## config.mk

```make
export PLATFORM = sky130hd
export DESIGN_NAME = dual_sar_ctrl
export DESIGN_NICKNAME = d
export VERILOG_FILES = /design/src/rtl/dual_sar_pkg.sv /design/src/rtl/dual_sar_timer.sv /design/src/rtl/dual_sar_search_reg.sv /design/src/rtl/dual_sar_sequencer.sv /design/src/rtl/dual_sar_ctrl.sv
export SDC_FILE = /design/constraint.sdc
export NUM_CORES = 1
export LEC_CHECK = 0
export ABC_AREA = 1
export BUFFER_PORTS_ARGS = -buffer_cell sky130_fd_sc_hd__buf_2
export CAP_MARGIN = 0
export CORE_MARGIN = 3
export CORE_UTILIZATION = 58
export CTS_CLUSTER_DIAMETER = 50
export DETAILED_ROUTE_END_ITERATION = 8
export HOLD_SLACK_MARGIN = 0.15
export PLACE_DENSITY = 0.8
export SLEW_MARGIN = 20
export SYNTH_ARGS = -nofsm -noshare
export SYNTH_HDL_FRONTEND = slang
export SYNTH_SLANG_ARGS = --single-unit
```

## constraint.sdc

```tcl
create_clock -name clk -period 2.2 [get_ports clk]
set_input_delay 0.22 -clock clk [delete_from_list [all_inputs] [get_ports clk]]
set_output_delay 0.22 -clock clk [all_outputs]
set_load 0.005 [all_outputs]
```

## src/rtl/dual_sar_pkg.sv

```systemverilog
package dual_sar_pkg;
  typedef enum logic [1:0] {
    SEQ_IDLE   = 2'd0,
    SEQ_SAMPLE = 2'd1,
    SEQ_TRIAL  = 2'd2
  } seq_state_t;
endpackage

```

## src/rtl/dual_sar_timer.sv

```systemverilog
module dual_sar_timer #(
  parameter int unsigned MAX_LEN = 128,
  localparam int unsigned CNT_W = $clog2(MAX_LEN + 1)
) (
  input  logic             clk,
  input  logic             rst_n,
  input  logic             clr,
  output logic [CNT_W-1:0] count
);
  always_ff @(posedge clk or negedge rst_n) begin
    if (!rst_n)   count <= '0;
    else if (clr) count <= '0;
    else          count <= count + 1'b1;
  end
endmodule

```

## src/rtl/dual_sar_search_reg.sv

```systemverilog
module dual_sar_search_reg #(
  parameter int unsigned W = 12,
  localparam int unsigned IDX_W = $clog2(W)
) (
  input  logic             clk,
  input  logic             rst_n,
  input  logic             clear,
  input  logic             load_msb,
  input  logic             decide,
  input  logic [IDX_W-1:0] bit_idx,
  input  logic             cmp,
  output logic [W-1:0]     code
);
  logic [W-1:0] code_nxt;

  always_comb begin
    code_nxt = code;
    if (clear) begin
      code_nxt = '0;
    end else if (load_msb) begin
      code_nxt[W-1] = 1'b1;
    end else if (decide) begin
      code_nxt[bit_idx] = cmp;
      if (bit_idx != '0) code_nxt[bit_idx - 1'b1] = 1'b1;
    end
  end

  always_ff @(posedge clk or negedge rst_n) begin
    if (!rst_n) code <= '0;
    else        code <= code_nxt;
  end
endmodule

```

## src/rtl/dual_sar_sequencer.sv

```systemverilog
module dual_sar_sequencer
  import dual_sar_pkg::*;
#(
  parameter int unsigned W           = 12,
  parameter int unsigned SAMPLE_CLKS = 128,
  parameter int unsigned SETTLE_CLKS = 128,
  localparam int unsigned IDX_W   = $clog2(W),
  localparam int unsigned MAX_LEN = (SAMPLE_CLKS > SETTLE_CLKS) ? SAMPLE_CLKS : SETTLE_CLKS,
  localparam int unsigned CNT_W   = $clog2(MAX_LEN + 1)
) (
  input  logic             clk,
  input  logic             rst_n,
  input  logic             start,
  input  logic [CNT_W-1:0] count,
  output logic             timer_clr,
  output logic             clear,
  output logic             load_msb,
  output logic             decide,
  output logic [IDX_W-1:0] bit_idx,
  output logic             sampling,
  output logic             done
);
  localparam logic [IDX_W-1:0] TOP_IDX    = IDX_W'(W - 1);
  localparam logic [CNT_W-1:0] SAMPLE_END = CNT_W'(SAMPLE_CLKS - 1);
  localparam logic [CNT_W-1:0] SETTLE_END = CNT_W'(SETTLE_CLKS - 1);

  seq_state_t state;
  logic       term;

  always_comb begin
    term = 1'b0;
    case (state)
      SEQ_SAMPLE: term = (count == SAMPLE_END);
      SEQ_TRIAL:  term = (count == SETTLE_END);
      default:    term = 1'b0;
    endcase
  end

  assign timer_clr = (state == SEQ_IDLE) || term;
  assign clear     = (state == SEQ_IDLE) && start;
  assign load_msb  = (state == SEQ_SAMPLE) && term;
  assign decide    = (state == SEQ_TRIAL) && term;
  assign sampling  = (state == SEQ_SAMPLE);

  always_ff @(posedge clk or negedge rst_n) begin
    if (!rst_n) begin
      state   <= SEQ_IDLE;
      bit_idx <= TOP_IDX;
      done    <= 1'b0;
    end else begin
      case (state)
        SEQ_IDLE: if (start) begin
          state <= SEQ_SAMPLE;
          done  <= 1'b0;
        end
        SEQ_SAMPLE: if (term) begin
          state   <= SEQ_TRIAL;
          bit_idx <= TOP_IDX;
        end
        SEQ_TRIAL: if (term) begin
          if (bit_idx == '0) begin
            state <= SEQ_IDLE;
            done  <= 1'b1;
          end else begin
            bit_idx <= bit_idx - 1'b1;
          end
        end
        default: state <= SEQ_IDLE;
      endcase
    end
  end
endmodule

```

## src/rtl/dual_sar_ctrl.sv

```systemverilog
module dual_sar_ctrl #(
  parameter int unsigned W           = 12,
  parameter int unsigned SAMPLE_CLKS = 128,
  parameter int unsigned SETTLE_CLKS = 128
) (
  input  logic         clk,
  input  logic         rst_n,
  input  logic         start,
  input  logic         cmp_sin,
  input  logic         cmp_cos,
  output logic [W-1:0] sin_code,
  output logic [W-1:0] cos_code,
  output logic         sampling,
  output logic         conv_done
);
  localparam int unsigned IDX_W   = $clog2(W);
  localparam int unsigned MAX_LEN = (SAMPLE_CLKS > SETTLE_CLKS) ? SAMPLE_CLKS : SETTLE_CLKS;
  localparam int unsigned CNT_W   = $clog2(MAX_LEN + 1);
  localparam int unsigned NCH     = 2;

  logic [CNT_W-1:0] count;
  logic             timer_clr, clear, load_msb, decide;
  logic [IDX_W-1:0] bit_idx;
  logic [NCH-1:0]   cmp_vec;
  logic [W-1:0]     codes [NCH];

  assign cmp_vec = {cmp_cos, cmp_sin};

  dual_sar_timer #(.MAX_LEN(MAX_LEN)) u_timer (
    .clk(clk), .rst_n(rst_n), .clr(timer_clr), .count(count)
  );

  dual_sar_sequencer #(
    .W(W), .SAMPLE_CLKS(SAMPLE_CLKS), .SETTLE_CLKS(SETTLE_CLKS)
  ) u_seq (
    .clk(clk), .rst_n(rst_n), .start(start), .count(count),
    .timer_clr(timer_clr), .clear(clear), .load_msb(load_msb),
    .decide(decide), .bit_idx(bit_idx), .sampling(sampling), .done(conv_done)
  );

  for (genvar ch = 0; ch < NCH; ch++) begin : g_chan
    dual_sar_search_reg #(.W(W)) u_reg (
      .clk(clk), .rst_n(rst_n), .clear(clear), .load_msb(load_msb),
      .decide(decide), .bit_idx(bit_idx), .cmp(cmp_vec[ch]), .code(codes[ch])
    );
  end

  assign sin_code = codes[0];
  assign cos_code = codes[1];
endmodule

```

==> qor.txt <==
Leak - 1.57 nW
Clock H-tree levels - 2
Crit-path cells - inv_1 > ha_1 > inv_1 > nand2_1 > nand2_1 > inv_1 > nand3b_1 > nand2_1 > nand2_1 > nand2_1
Syn. warnings - 0
Hold path cells - 5
Clock-pin slew on the worst setup and hold paths - 0.08 ns
Commonest cells in the netlist - nand2_1, nand3_1, dfrtp_1, inv_1, o21ai_0
DRC errors left - 0
Setup_tns - 0 ns
EDFF count, synth - 0
Outcome - finished, final reports clean
Rel. slew slack - 42.7%
Largest net degree at the start of global routing - 40
Gp weighted congestion - 0.985
Pins Over Slew Limit - 0
Ys async rst share - 100%
Slew @ Worst Pin - 0.860 ns
CP endpoint kind - register
CP most frequent cell - nand2_1
Die area - 5010 sq um
N_diodes - 0
Maximum buffer depth of the clock tree - 2
CP max stage cell - dfstp_2
DP HPWL - 4130 um
GR Overflow Total - 0
Initial Utilization - 63.2%
Yosys reg bits - 39
Final setup violating endpoints - 0
Yosys cell types - 23
Hold WC Path Type - primary input to register
Yosys top cell area share - 37.0%
Drt total wl - 5650 um
Synth Flop Type - dfrtp_1
Critical path buffer and inverter count - 3
RSZ-0062 raised after global routing - no
Most common cell in the synthesized netlist - nand2_1
P&R area growth vs syn - 13.0%
Sequential area share after synthesis - 40.2%
Final Net Count - 395
Critical R2R Launch - u_seq.bit_idx[0]$_DFFE_PN1P_
Routed len/inst - 13.2 um
Maximum vdd drop - 563 uV
Hold wc startpoint - cmp_cos
Clock skew - 0.00695 ns
Kind of critical path - register to register
Layout cell share with drive strength beyond 1 - 13.6%
DRT Pass-1 Iters - 4
Total power - 2.57 mW
CTS root buffer - clkbuf_8
Post-synth design cell area - 2440 sq um
Die Wd - 70.8 um
Core area - 3850 sq um
IO Pins - 31
Worst R2R Path Depth - 10
Metal-1 WL - 2660 um
Met2 WL - 2610 um
Fmax - 524 MHz
Routed vias/inst - 5.44
Average cell area after synthesis - 7.00 sq um
R2R Setup Slk - 0.29 ns
Delay of the slowest cell on the worst path - 0.56 ns
Syn Nets - 363
Num rows - 22
Yosys top cell by area - dfrtp_1
Final clock period utilization by the worst path - 86.7%
Iteration-0 DRC Markers - 131
Max-cap viol count - 0
Total Routing Usage GR - 23.6%
Hold Crit Endpoint - g_chan[1].u_reg.code[9]$_DFFE_PN0P_
Antenna violations before repair - 0
DR vias - 2332
Minimum clock period - 1.91 ns
Buffers on Ports - 30
Number of global-route vias before repair - 2155
Cts repair resizes - 0
Number of routed nets with antenna violations - 0
Pwr dens - 932 nW/um^2
Clk sink count - 39
Syn Inst Count - 348
Clk_lat worst skew - 0.29 ns
Final Hold Fails - 0
Die height - 70.8 um
First-pass GRT wire length - 9760 um
Top Layer Used - met4
Critical Path AT - 2.09 ns
Reg-to-Reg End - g_chan[1].u_reg.code[4]$_DFFE_PN0P_
CP Launch Type - register
Met3 wire length - 304 um
Critical path required time - 2.38 ns
Critical Path Fanout Max - 9
Ranking of synthesized cells by area - dfrtp_1, nand2_1, nand3_1
CTS buffer count - 5
Top cell family by delay on the critical path - simple AND/OR/NAND/NOR gates
CTS tree - done
[sequential cells by signal, summed over array words and instances (netlist names)]
signal	flops
u_seq.done	1
u_seq.bit_idx	4
g_chan.u_reg.code	24
u_seq.state	2
u_timer.count	8
[per-stage QoR]
| stage | hold slack (ns) | instance area [sq um] | utilization [%] | setup slack (ns) | std cells |
|---|---|---|---|---|---|
| 3_5_place_dp | 0.379 | 2630 | 68.1 | 0.341 | 420 |
| 6_report | 0.298 | 2750 | 71.5 | 0.293 | 429 |
| 3_3_place_gp | 0.373 | 2630 | 68.1 | 0.419 | 420 |
| 2_1_floorplan | -0.0756 | 2440 | - | 0.564 | 348 |
| 5_1_grt | 0.322 | 2750 | 71.5 | 0.145 | 429 |
| 4_1_cts | 0.298 | 2750 | 71.5 | 0.327 | 429 |
[power breakdown]
group,internal (mW),switching [mW],total [mW]
Sequential,0.810,0.0855,0.896
Combinational,0.319,0.733,1.05
Clock,0.367,0.252,0.619
Total,1.50,1.07,2.57
[logic make-up (layout without fill, tap and decap cells)]
kind of cell / after synthesis / count (layout) / share of synthesized area [%]
fa+ha+maj: 10 / 10 / 5.14
compound gates: 32 / 32 / 6.68
simple gates: 221 / 221 / 40.4
buf+inv: 46 / 79 / 7.60
flops: 39 / 39 / 40.2
[final cells by class]
type / instances / area (sq um)
clock buffers: 6 / 82.6
clock inverters: 2 / 35.0
inverters: 36 / 135
flip-flops and latches: 39 / 980
well taps: 48 / 60.1
repair buffers: 35 / 190
multi-input cells: 263 / 1270
fillers: 345 / 1100
[metal layers]
metal	track usage, %	vias to the layer above
met4	5.22	0
met5	0	-
met1	33.9	1071
met3	4.40	9
met2	37.4	67
li1	-	1185
[what timing repair did]
action	CTS	global route
endpoints found under the hold margin	36	0
endpoints found under the setup margin	0	0
hold buffers	1	0
setup buffers	0	0
[worst max-delay path by stage]
stage	cells after the start	end	slack [ns]	start
3_5_place_dp	10	g_chan[1].u_reg.code[4]$_DFFE_PN0P_	0.34	u_seq.bit_idx[0]$_DFFE_PN1P_
6_report	10	g_chan[1].u_reg.code[4]$_DFFE_PN0P_	0.29	u_seq.bit_idx[0]$_DFFE_PN1P_
5_1_grt	10	g_chan[1].u_reg.code[6]$_DFFE_PN0P_	0.14	u_seq.bit_idx[0]$_DFFE_PN1P_
2_1_floorplan	8	u_seq.bit_idx[2]$_DFFE_PN0P_	0.56	u_seq.bit_idx[0]$_DFFE_PN1P_
4_1_cts	10	g_chan[1].u_reg.code[4]$_DFFE_PN0P_	0.33	u_seq.bit_idx[0]$_DFFE_PN1P_
3_3_place_gp	10	g_chan[0].u_reg.code[5]$_DFFE_PN0P_	0.42	u_seq.bit_idx[0]$_DFFE_PN1P_
[cell usage in the layout (no fill, tap or decap), drive strengths merged, types with 3 or more instances in the layout]
cell,count
nor3,3
dfstp,3
nand2,128
o21ai,21
clkbuf,6
buf,34
inv,36
a21oi,10
nand3,52
nand3b,4
dfrtp,36
ha,10
nor2,22
nand4,7
nor3b,3
[worst reg2reg max path: stages (launching register included)]
cell and delay (ns):
dfstp_2 0.56, inv_1 0.13, ha_1 0.29, inv_1 0.07, nand2_1 0.04, nand2_1 0.24, inv_1 0.15, nand3b_1 0.14
nand2_1 0.07, nand2_1 0.07, nand2_1 0.05
(Power assumes the default switching activity.)
